File: config.mk
export PLATFORM = sky130hd
export DESIGN_NAME = irq_byte_agg
export DESIGN_NICKNAME = d
export VERILOG_FILES = /design/src/rtl/irq_agg_pkg.sv /design/src/rtl/irq_grp.sv /design/src/rtl/irq_regif.sv /design/src/rtl/irq_byte_agg.sv
export SDC_FILE = /design/constraint.sdc
export NUM_CORES = 1
export LEC_CHECK = 0
export BUFFER_PORTS_ARGS = -buffer_cell sky130_fd_sc_hd__buf_2
export CAP_MARGIN = 20
export CORE_AREA = 2 2 78 98
export CTS_CLUSTER_DIAMETER = 120
export DETAILED_ROUTE_END_ITERATION = 8
export DIE_AREA = 0 0 80 100
export PLACE_DENSITY = 0.67
export SYNTH_ARGS = -nofsm -noshare
export SYNTH_HDL_FRONTEND = slang
export SYNTH_HIERARCHICAL = 1
export SYNTH_SLANG_ARGS = --single-unit
export TNS_END_PERCENT = 5
File: constraint.sdc
create_clock -name clk -period 1.2 [get_ports clk]
set_clock_uncertainty 0.15 [all_clocks]
set_input_delay 0.24 -clock clk [delete_from_list [all_inputs] [get_ports clk]]
set_output_delay 0.24 -clock clk [all_outputs]
set_load 0.05 [all_outputs]
File: src/rtl/irq_agg_pkg.sv
package irq_agg_pkg;
  localparam int unsigned GRP_W_DEF  = 8;
  localparam int unsigned GRP_N_DEF  = 3;
  localparam int unsigned ADDR_W_DEF = 3;
endpackage

File: src/rtl/irq_grp.sv
module irq_grp #(
  parameter int unsigned W         = 8,
  parameter bit          LEVEL_EN  = 1'b0,
  parameter int unsigned LEVEL_BIT = 0
) (
  input  logic         clk,
  input  logic         rst_n,
  input  logic [W-1:0] src_i,
  input  logic         mask_wr_i,
  input  logic [W-1:0] wdata_i,
  input  logic         clr_i,
  output logic [W-1:0] status_o,
  output logic [W-1:0] mask_o
);
  localparam logic [W-1:0] ONE_V  = {{(W-1){1'b0}}, 1'b1};
  localparam logic [W-1:0] LVL_M  = LEVEL_EN ? (ONE_V << LEVEL_BIT) : '0;
  localparam logic [W-1:0] EDGE_M = ~LVL_M;

  logic [W-1:0] prev_q, prev_d;
  logic [W-1:0] pend_q, pend_d;
  logic [W-1:0] mask_q, mask_d;
  logic [W-1:0] set_v;

  always_comb begin
    set_v  = src_i & ~prev_q & mask_q & EDGE_M;
    pend_d = ((clr_i ? '0 : pend_q) | set_v) & EDGE_M;
    mask_d = mask_wr_i ? wdata_i : mask_q;
    prev_d = src_i;
  end

  always_ff @(posedge clk or negedge rst_n) begin
    if (!rst_n) begin
      prev_q <= '0;
      pend_q <= '0;
      mask_q <= '0;
    end else begin
      prev_q <= prev_d;
      pend_q <= pend_d;
      if (mask_wr_i) mask_q <= mask_d;
    end
  end

  assign status_o = pend_q | (src_i & LVL_M);
  assign mask_o   = mask_q;


  masked_edge_drop_chk: assert property (@(posedge clk) disable iff (!rst_n)
    ((pend_q & ~$past(pend_q) & ~$past(mask_q)) == '0));


  pend_sticky_chk: assert property (@(posedge clk) disable iff (!rst_n)
    !clr_i |=> ((pend_q & $past(pend_q)) == $past(pend_q)));


  read_clear_chk: assert property (@(posedge clk) disable iff (!rst_n)
    clr_i |=> ((pend_q & ~$past(src_i & ~prev_q)) == '0));


  mask_load_chk: assert property (@(posedge clk) disable iff (!rst_n)
    mask_wr_i |=> (mask_o == $past(wdata_i)));
endmodule

File: src/rtl/irq_regif.sv
module irq_regif #(
  parameter int unsigned W      = 8,
  parameter int unsigned G      = 3,
  parameter int unsigned ADDR_W = 3
) (
  input  logic [ADDR_W-1:0] addr_i,
  input  logic              rd_en_i,
  input  logic              wr_en_i,
  input  logic [G*W-1:0]    status_i,
  input  logic [G*W-1:0]    mask_i,
  output logic [G-1:0]      clr_o,
  output logic [G-1:0]      mask_wr_o,
  output logic [W-1:0]      rdata_o
);
  localparam int unsigned IDX_W = ADDR_W - 1;

  logic               is_mask;
  logic [IDX_W-1:0]   idx;

  assign is_mask = addr_i[ADDR_W-1];
  assign idx     = addr_i[IDX_W-1:0];

  always_comb begin
    rdata_o = '0;
    for (int g = 0; g < G; g++) begin
      clr_o[g]     = rd_en_i && !is_mask && (idx == IDX_W'(g));
      mask_wr_o[g] = wr_en_i &&  is_mask && (idx == IDX_W'(g));
      if (idx == IDX_W'(g))
        rdata_o = is_mask ? mask_i[g*W +: W] : status_i[g*W +: W];
    end
  end
endmodule

File: src/rtl/irq_byte_agg.sv
module irq_byte_agg
  import irq_agg_pkg::*;
#(
  parameter int unsigned GRP_W     = GRP_W_DEF,
  parameter int unsigned GRP_N     = GRP_N_DEF,
  parameter int unsigned ADDR_W    = ADDR_W_DEF,
  parameter int unsigned LEVEL_SRC = 0
) (
  input  logic                   clk,
  input  logic                   rst_n,
  input  logic [GRP_N*GRP_W-1:0] src_i,
  input  logic [ADDR_W-1:0]      addr_i,
  input  logic                   rd_en_i,
  input  logic                   wr_en_i,
  input  logic [GRP_W-1:0]       wdata_i,
  output logic [GRP_W-1:0]       rdata_o,
  output logic                   irq_o
);
  localparam int unsigned NSRC    = GRP_N * GRP_W;
  localparam int unsigned LVL_GRP = LEVEL_SRC / GRP_W;
  localparam int unsigned LVL_BIT = LEVEL_SRC % GRP_W;

  logic [NSRC-1:0]  status_all;
  logic [NSRC-1:0]  mask_all;
  logic [GRP_N-1:0] clr;
  logic [GRP_N-1:0] mask_wr;

  irq_regif #(.W(GRP_W), .G(GRP_N), .ADDR_W(ADDR_W)) u_regif (
    .addr_i    (addr_i),
    .rd_en_i   (rd_en_i),
    .wr_en_i   (wr_en_i),
    .status_i  (status_all),
    .mask_i    (mask_all),
    .clr_o     (clr),
    .mask_wr_o (mask_wr),
    .rdata_o   (rdata_o)
  );

  for (genvar g = 0; g < GRP_N; g++) begin : g_grp
    irq_grp #(
      .W         (GRP_W),
      .LEVEL_EN  (g == LVL_GRP),
      .LEVEL_BIT (LVL_BIT)
    ) u_grp (
      .clk       (clk),
      .rst_n     (rst_n),
      .src_i     (src_i[g*GRP_W +: GRP_W]),
      .mask_wr_i (mask_wr[g]),
      .wdata_i   (wdata_i),
      .clr_i     (clr[g]),
      .status_o  (status_all[g*GRP_W +: GRP_W]),
      .mask_o    (mask_all[g*GRP_W +: GRP_W])
    );
  end

  assign irq_o = |(status_all & mask_all);


  level_live_chk: assert property (@(posedge clk) disable iff (!rst_n)
    status_all[LEVEL_SRC] == src_i[LEVEL_SRC]);


  one_clear_chk: assert property (@(posedge clk) disable iff (!rst_n)
    $onehot0(clr));
endmodule

**Word level (Yosys, flattened, before mapping)**

Cells that the tools add are included.

- Bits in registers: 71
- Input port bits: 39
- Output and inout bits: 9
- Logic and storage cells: 45

- Eq/ne operators: 2
- Mux-type cells: 9
- Bitwise logic cells: 14
- Reductions and logical operators: 11

Operator list:

| operator | count |
|---|---|
| 8-bit 2-to-1 mux | 9 |
| 8-bit bitwise AND | 6 |
| 24-bit bitwise AND | 1 |
| 8-bit NOT | 3 |
| 8-bit OR | 3 |
| 24-bit OR reduction | 1 |
| 1-bit logical AND | 8 |
| 8-bit by 1-bit OR with 8-bit output | 1 |
| 2-bit by 1-bit equality test with 1-bit output, second input constant | 1 |
| 2-bit equality test, second input constant | 1 |
| 2-bit zero test | 1 |
| 1-bit zero test | 1 |

**Logic depth before layout (Yosys ltp)**

Gate-level depths: netlist of the first run.

- Depth in word-level cells: 5
- Gate-level depth with buffers: 7
- Depth with buffers taken out: 4

**Cells and area by module**

The synthesis of the first run kept the hierarchy.

Modules (own cells, without submodules):

| module | instances | cells each | area an instance (µm²) |
|---|---|---|---|
| irq_grp at g_grp[1].u_grp ... | 2 | 58 | 849.6 |
| irq_grp at g_grp[0].u_grp | 1 | 53 | 788.3 |
| irq_regif | 1 | 61 | 490.5 |
| irq_byte_agg | 1 | 16 | 120.1 |

**Least setup slack after synthesis of the first run**

Ideal clock, no wire load.

- Path type: input to output
- From: input addr_i[2]
- To: output rdata_o[1]
- Arrival time: 1.601 ns
- Setup slack: -0.791 ns
- Cell stages on the path: 5
- Path through: buf_6 buf_12 clkbuf_8 mux2i_1 o221ai_1

- Word-level cells in the longest chain between the ends: 4
- Elaborated cells between the ends (all ways): 6
- Classes of those cells: mux: 6

Ends and longest elaborated chain:

| what | line | text |
|---|---|---|
| start, declared | irq_byte_agg.sv:12 | `input logic [ADDR_W-1:0] addr_i,` |
| 8-bit 2-to-1 mux | irq_regif.sv:29 | `rdata_o = is_mask ? mask_i[g*W +: W] : status_i[g*W +: W];` |
| 8-bit 2-to-1 mux (2 in series) | irq_regif.sv:28 | `if (idx == IDX_W'(g))` |
| 8-bit 2-to-1 mux (*) | irq_regif.sv:28 |  |
| end, declared | irq_byte_agg.sv:16 | `output logic [GRP_W-1:0] rdata_o,` |

Every way passes the cells marked *; elsewhere a longest branch is shown, timed or not.

**Worst setup path in the final report of the first run**

- From: register g_grp[1].u_grp.mask_q[1]
- To: output irq_o

- Word-level cells in the longest chain between the ends: 2

Ends and longest elaborated chain:

| what | line | text |
|---|---|---|
| start, declared | irq_grp.sv:21 | `logic [W-1:0] mask_q, mask_d;` |
| start signal, assigned | irq_grp.sv:39 | `if (mask_wr_i) mask_q <= mask_d;` |
| 24-bit bitwise AND | irq_byte_agg.sv:56 | `assign irq_o = \|(status_all & mask_all);` |
| 24-bit OR reduction | irq_byte_agg.sv:56 |  |
| end, declared | irq_byte_agg.sv:17 | `output logic irq_o` |

No other way between the ends.

==> key figures, run 1 <==
Power
  – Power per cell area: 1601 nW/um^2
  – IR drop worst, VDD: around 1.2 mV
  – Pwr Total: approximately 7600 uW
  – LEAKAGE: 0.002250 uW

Run status
  – Status: complete, but fails checks
  – Failing checks: negative setup slack

GRT
  – Pin count of the biggest net entering global routing: 24
  – First-pass GRT wire length: 13770 microns
  – Total grt overflow: 0
  – Initial antenna violation count: 0
  – Vias in the first global route: 2705
  – Total global-route track usage: 23.10%

Worst setup path
  – Reg-to-Reg End: g_grp[0].u_grp/mask_o[7]
  – CP top delay family: simple AND/OR/NAND/NOR gates
  – Arrival @ worst endpoint: about 1.7 ns
  – Worst Setup End Kind: output port
  – CP Capture Point: irq_o
  – Worst reg-to-reg path cell count: 2
  – CP max-delay cell: or3_4
  – Maximum fanout along the worst path: 2
  – Worst Setup SP: g_grp[1].u_grp/mask_o[1]
  – Kind of critical path: register to output port
  – Worst-path cell chain: a22oi_2 -> nand4_1 -> or3_4 -> buf_6
  – Startpoint Class: register
  – CP required: about 0.81 ns
  – Reg2reg setup slack: 0.09 ns
  – CP max stage delay: 0.42 ns
  – Crit. path cell count: 4
  – FF-to-FF Start: g_grp[0].u_grp/mask_o[7]
  – Worst Path Buf+Inv: 1

Floorplan
  – CORE AREA: between 7000 and 8000 sq um
  – Num rows: 35
  – Chip Height: 100 microns
  – Die width: around 80 microns
  – Die area: 8000 sq um
  – Initial Utilization: 43.14%
  – Num ports: 48

Clocking
  – TritonCTS Buffers: 9
  – Clock Sinks: 70
  – CTS tree: built
  – Clk slew on worst S/H paths: 0.08 ns
  – Clk buf depth: 2
  – CTS root buf: clkbuf_8
  – Skew-Pair Late Insertion Delay: around 0.35 ns
  – H-tree level count: 3

Finish
  – Share of layout cells above drive strength 1: 50.38%
  – Multi-input gate area: 1414 sq um
  – ANT cells: 0
  – NumNets Final: about 430
  – Flip-flop and latch area: 1752 sq um
  – Post-route insts no fill: 485
  – Fillers: 546
  – P&R area growth vs syn: 54.00%

Timing
  – Hold slack: ~0.019 ns
  – Setup violators final: 18
  – Final worst slack: -0.9075 ns
  – Fmax: 0.4745 GHz
  – Endpoints failing hold: 0
  – Tmin final: 2.108 ns
  – Slew margin rel.: 75.58%
  – Worst Tran Pin Value: 0.3663 ns
  – Slew Limit Fails: 0
  – RSZ-0062 raised after global routing: yes
  – Setup TNS: -7.243 ns
  – Final worst-path cycle share: 175.6%

Synthesis
  – Post-Syn Area: 3098 sq um
  – Sequential area share after synthesis: 56.54%
  – Post-synthesis area per instance: 12.59 sq um
  – Fraction of registers with async set/reset: 100.0%
  – Share of the synthesized area in the top cell type: between 50 and 60%
  – Synth area leader: dfrtp_1
  – Post-Syn Nets: 285
  – Syn Inst Count: 246
  – Yosys warns: 6
  – Yosys reg bits: 70
  – Leading post-synthesis cells by cell area: dfrtp_1 57%, mux2_4 12%, mux2i_1 4.8%, o22ai_1 4.0%, nand2_1 3.4%
  – Post-synth EDFFs: 0
  – Ys flop type: dfrtp_1
  – Library cells used by synthesis: 25

Placed design
  – Post-DP HPWL: between 6000 and 7000 microns
  – Placed insts: 441
  – Port buffer count: 47
  – GPL Wtd Cong: 0.8609

Detailed routing
  – Total Wirelength: 8470 microns
  – Vias per cell: 5.023
  – Post-DRT Antenna Nets: 0
  – Pre-antenna DRT Iters: 4
  – WL per Instance: 17.46 microns
  – Residual DRC: 0
  – DRT iter0 DRCs: 94
  – Vias: ~2.4k

Job
  – Max cap viols: 0

Worst hold path
  – Hold Crit Class: primary input to register
## worst min path at each step
stage	startpoint	to	slack (ns)	cells past startpoint
2_1_floorplan	rst_n	g_grp[0].u_grp/mask_o[0]	-0.21	0
3_3_place_gp	rst_n	g_grp[2].u_grp/prev_q[4]	0.02	1
3_5_place_dp	rst_n	g_grp[2].u_grp/mask_o[4]	0.02	1
4_1_cts	wdata_i[3]	g_grp[2].u_grp/mask_o[3]	0.008	2
5_1_grt	wdata_i[3]	g_grp[2].u_grp/mask_o[3]	0.007	2
6_report	wdata_i[2]	g_grp[1].u_grp/mask_o[2]	0.02	2
## cells in the mapped netlist (all sizes together), types with 3 or more instances
cell type,n
dfrtp,70
mux2,30
nand2,28
inv,24
o22ai,20
mux2i,15
a22oi,12
buf,8
or3,6
o221ai,5
clkbuf,4
nor2,4
a221oi,3
a31oi,3
nand3b,3
nand4,3
o21ai,3
## registers in the layout, summed over array words and instances (netlist names)
name                  cells
g_grp.u_grp/status_o     16
g_grp.u_grp/pend_q        7
g_grp.u_grp/prev_q       23
g_grp.u_grp/mask_o       24
## logic make-up after synthesis
logic type | count (synthesis) | synth area share (%)
flops | 70 | 56.54
buf+inv | 36 | 6.906
simple gates | 49 | 7.431
compound gates | 46 | 10.46
mux | 45 | 18.66
## layer usage
layer  up-vias  track usage, %  share of wire [%]
met4         0           8.214                1.6
li1       1159               -                  -
met5         -               0                  0
met3        14           3.867                3.8
met1      1206           27.96                 41
met2        57           41.15                 54
## placed cells by master (no fill, tap or decap), types with 4 or more instances in the layout
cell / count
a22oi_1: 4
mux2_4: 26
buf_4: 62
clkbuf_8: 10
buf_12: 7
dlygate4sd3_1: 25
mux2_2: 4
o22ai_1: 20
dfrtp_1: 70
mux2i_1: 14
nand2_1: 26
inv_1: 23
a22oi_2: 8
o221ai_4: 5
buf_6: 13
buf_2: 35
## per-stage QoR
stage / util, % / area, sq um / worst slack (ns)
3_5_place_dp: 56.81 / 4080 / -0.7461
4_1_cts: 65.94 / 4736 / -0.8562
5_1_grt: 66.43 / 4771 / -0.9445
2_1_floorplan: - / 3283 / -0.3742
3_3_place_gp: 56.81 / 4080 / -0.6547
6_report: 66.43 / 4771 / -0.9075
## power breakdown
part	internal, uW	switching (uW)
logic	1420	1130
clock network	1030	931
registers	2790	349
## timing repair
action,CTS,global route
pin swaps,4,3
hold endpoints to repair,114,0
endpoints found under the setup margin,49,39
buffers inserted,3,0
gates resized for setup,45,10
hold buffers,25,0
## cell type report
type                            count  area share [%]
Timing Repair Buffer              143           24.84
Inverter                           24           2.046
Multi-Input combinational cell    140           29.64
Clock inverter                      6           1.469
Tap cell                           92           2.413
Clock buffer                       10           2.885
Sequential cell                    70           36.72
Power figures use the tool's default switching activity.
==> inputs of run 2 (changes only) <==
--- a/config.mk
+++ b/config.mk
@@ -7,11 +7,11 @@
 export LEC_CHECK = 0
 export BUFFER_PORTS_ARGS = -buffer_cell sky130_fd_sc_hd__buf_2
 export CAP_MARGIN = 20
-export CORE_AREA = 2 2 78 98
+export CORE_AREA = 2 2 70 89
 export CTS_CLUSTER_DIAMETER = 120
 export DETAILED_ROUTE_END_ITERATION = 8
-export DIE_AREA = 0 0 80 100
-export PLACE_DENSITY = 0.67
+export DIE_AREA = 0 0 72 91
+export PLACE_DENSITY = 0.77
 export SYNTH_ARGS = -nofsm -noshare
 export SYNTH_HDL_FRONTEND = slang
 export SYNTH_HIERARCHICAL = 1
==> constraint.sdc (replaced) <==
create_clock -name clk -period 2.1 [get_ports clk]
set_clock_uncertainty 0.15 [all_clocks]
set_input_delay 0.42 -clock clk [delete_from_list [all_inputs] [get_ports clk]]
set_output_delay 0.42 -clock clk [all_outputs]
set_load 0.05 [all_outputs]
==> run 2 against run 1 <==
Effect of this change:
- the run still ends with negative setup slack left
- global-route usage increased by 1.3 points
- combinational power decreased by 62%
- worst hold slack improved by 0.016 ns
- register-to-register slack improved by 0.91 ns
- non-clock buffer count decreased by 68
- cell area decreased by 19%
- power decreased by 49%
- critical path depth unchanged
- critical endpoint unchanged
- largest cell class unchanged
==> key figures, run 2 (same netlist as run 1, synthesis figures left out) <==
Worst setup path
  – Startpoint Class: register
  – CP max-delay cell: dfrtp_1
  – FF-to-FF Start: g_grp[0].u_grp/mask_o[5]
  – Arrival @ worst endpoint: 1.64 ns (-0.08 ns)
  – CP required: 1.53 ns (+0.72 ns)
  – Worst Setup SP: g_grp[0].u_grp/pend_q[5]
  – Maximum fanout along the worst path: 3 (+1)
  – Worst Setup End Kind: output port
  – Reg-to-Reg End: g_grp[0].u_grp/mask_o[5]
  – Worst-path cell chain: a22oi_2 -> nand4_1 -> or3_4 -> buf_6
  – CP max stage delay: 0.42 ns (about the same)
  – Worst reg-to-reg path cell count: 2 (unchanged)
  – Reg2reg setup slack: 1.00 ns (+0.91 ns)
  – Kind of critical path: register to output port
  – CP Capture Point: irq_o

Clocking
  – Skew-Pair Late Insertion Delay: 0.35 ns (about the same)
  – Clock Sinks: 70 (unchanged)
  – H-tree level count: 3 (unchanged)
  – Clk buf depth: 2 (unchanged)
  – Clk slew on worst S/H paths: 0.08 ns (about the same)
  – TritonCTS Buffers: 9 (unchanged)
  – CTS root buf: clkbuf_8
  – CTS tree: built

Timing
  – Setup TNS: -0.2000 ns (+7.043 ns)
  – Slew margin rel.: 73.15% (-2.4 points)
  – Worst Tran Pin Value: 0.4028 ns (+0.03652 ns)
  – Final worst-path cycle share: 105.4%
  – Slew Limit Fails: 0 (unchanged)
  – Setup violators final: 3 (-15)
  – Endpoints failing hold: 0 (unchanged)
  – RSZ-0062 raised after global routing: yes
  – Final worst slack: -0.1136 ns (+0.7939 ns)
  – Tmin final: 2.214 ns
  – Fmax: between 0.4 and 0.5 GHz
  – Hold slack: 0.03564 ns (+0.01643 ns)

Floorplan
  – Chip Height: 91 microns (-9.0%)
  – Die width: 72 microns (-10%)
  – CORE AREA: 5702 sq um (-21%)
  – Die area: 6552 sq um (-18%)
  – Num ports: 48 (unchanged)
  – Initial Utilization: 54.33% (+11 points)
  – Num rows: 31 (-11%)

Finish
  – Commonest non-fill, non-tap cell in the layout: dfrtp_1
  – Most frequent cells in the layout: 68 x dfrtp_1, 38 x buf_2, 31 x buf_4
  – Share of layout cells above drive strength 1: 43.08% (-7.3 points)
  – Final core utilization: 67.61% (+1.2 points)
  – ANT cells: 0 (unchanged)
  – P&R area growth vs syn: 24.43%
  – Max reg flops: 24 (unchanged)
  – NumNets Final: 359 (-16%)
  – Finished Cell Area: 3855 sq um (-19%)

Job
  – Max cap viols: 0 (unchanged)

Placed design
  – Post-placement cell area: 3476 sq um (-15%)
  – Port buffer count: 47 (unchanged)
  – GPL Wtd Cong: 0.8825 (+2.5%)
  – Post-DP HPWL: 5093 microns (-15%)

GRT
  – Total global-route track usage: 24.43% (+1.3 points)
  – Met1 Resource Use GR: 31.97% (+4.0 points)
  – Pin count of the biggest net entering global routing: 71 (+200%)
  – Vias in the first global route: 2348 (-13%)
  – Gr busiest metal: met2
  – Met3 Usage GRT: 5.438% (+1.6 points)
  – Grt met2 use: 39.04% (-2.1 points)
  – Total grt overflow: 0 (unchanged)
  – Initial antenna violation count: 0 (unchanged)
  – First-pass GRT wire length: 11920 microns (-13%)

Worst hold path
  – Hold Crit Class: primary input to register

Detailed routing
  – WL per Instance: 18.42 microns (+5.5%)
  – Pre-antenna DRT Iters: 4 (unchanged)
  – Residual DRC: 0 (unchanged)
  – Vias per cell: 5.645 (+12%)
  – DRT iter0 DRCs: 93 (-1.1%)
  – Vias: 2207 (-9.4%)
  – Total Wirelength: 7202 microns (-15%)
  – Post-DRT Antenna Nets: 0 (unchanged)

Run status
  – Status: complete, but fails checks
  – Failing checks: negative setup slack

Power
  – IR drop worst, VDD: 0.5966 mV (-48%)
  – LEAKAGE: 0.001848 uW (-18%)
  – Power per cell area: 1011 nW/um^2 (-37%)
run 2: changes by cell type in the layout (fill, tap and decap cells not counted), sizes merged:
cell / before / now
clkinv: 1 / 2
clkbuf: 11 / 10
buf: 117 / 74
dlygate4sd3: 25 / 1
clkinvlp: 3 / 2
run 2: area by class of cell:
| type | count | area [sq um] |
|---|---|---|
| multi-input cells | 140 | 1231 |
| fillers | 400 | 1847 |
| repair buffers | 75 | 498.0 |
| clock inverters | 6 | 71.32 |
| well taps | 66 | 82.58 |
| inverters | 24 | 90.09 |
| flip-flops and latches | 70 | 1754 |
| clock buffers | 10 | 127.6 |
run 2: repair_timing:
item | CTS | global route
gates resized for setup | 20 | 13
hold endpoints to repair | 70 | 0
setup endpoints to repair | 8 | 9
pin swaps | 1 | 2
buffers inserted | 3 | 2
hold buffers | 1 | 0
run 2: how the worst min path moves through the flow:
stage | start | end | cells after the start | slack [ns]
5_1_grt | src_i[19] | g_grp[2].u_grp/prev_q[3] | 1 | 0.02
4_1_cts | src_i[17] | g_grp[2].u_grp/prev_q[1] | 1 | 0.02
6_report | src_i[21] | g_grp[2].u_grp/prev_q[5] | 1 | 0.04
3_5_place_dp | g_grp[1].u_grp/prev_q[5] | g_grp[1].u_grp/status_o[5] | 1 | 0.27
3_3_place_gp | g_grp[2].u_grp/prev_q[5] | g_grp[2].u_grp/status_o[5] | 1 | 0.26
2_1_floorplan | rst_n | g_grp[0].u_grp/mask_o[0] | 0 | -0.03
run 2: routing by layer:
| layer | vias up | wire length (microns) |
|---|---|---|
| li1 | 1023 | - |
| met1 | 1105 | 3151 |
| met2 | 65 | 3573 |
| met3 | 14 | 331 |
| met4 | 0 | 146 |
| met5 | - | 0 |
run 2: per-stage QoR:
stage               power (uW)  instances  setup WS [ns]
detailed placement        2689        369       -0.06224
floorplan                 2390        246        -0.2506
global route              4100        391        -0.1778
finish                    3896        391        -0.1136
CTS                       3859        389        -0.1223
global placement          2658        369        0.03011
run 2: power breakdown:
| part | leakage (uW) | internal (uW) | switching (uW) |
|---|---|---|---|
| Clock | 0.0000931 | 556 | 514 |
| Combinational | 0.000945 | 510 | 454 |
| Sequential | 0.000810 | 1590 | 267 |
| Total | 0.00185 | 2660 | 1230 |
run 2: worst max-delay path: cells and delay by family (launching register included):
family          cells  cell delay (ns)
compound gates      1             0.21
flops               1             0.42
simple gates        2             0.50
buf+inv             1             0.16
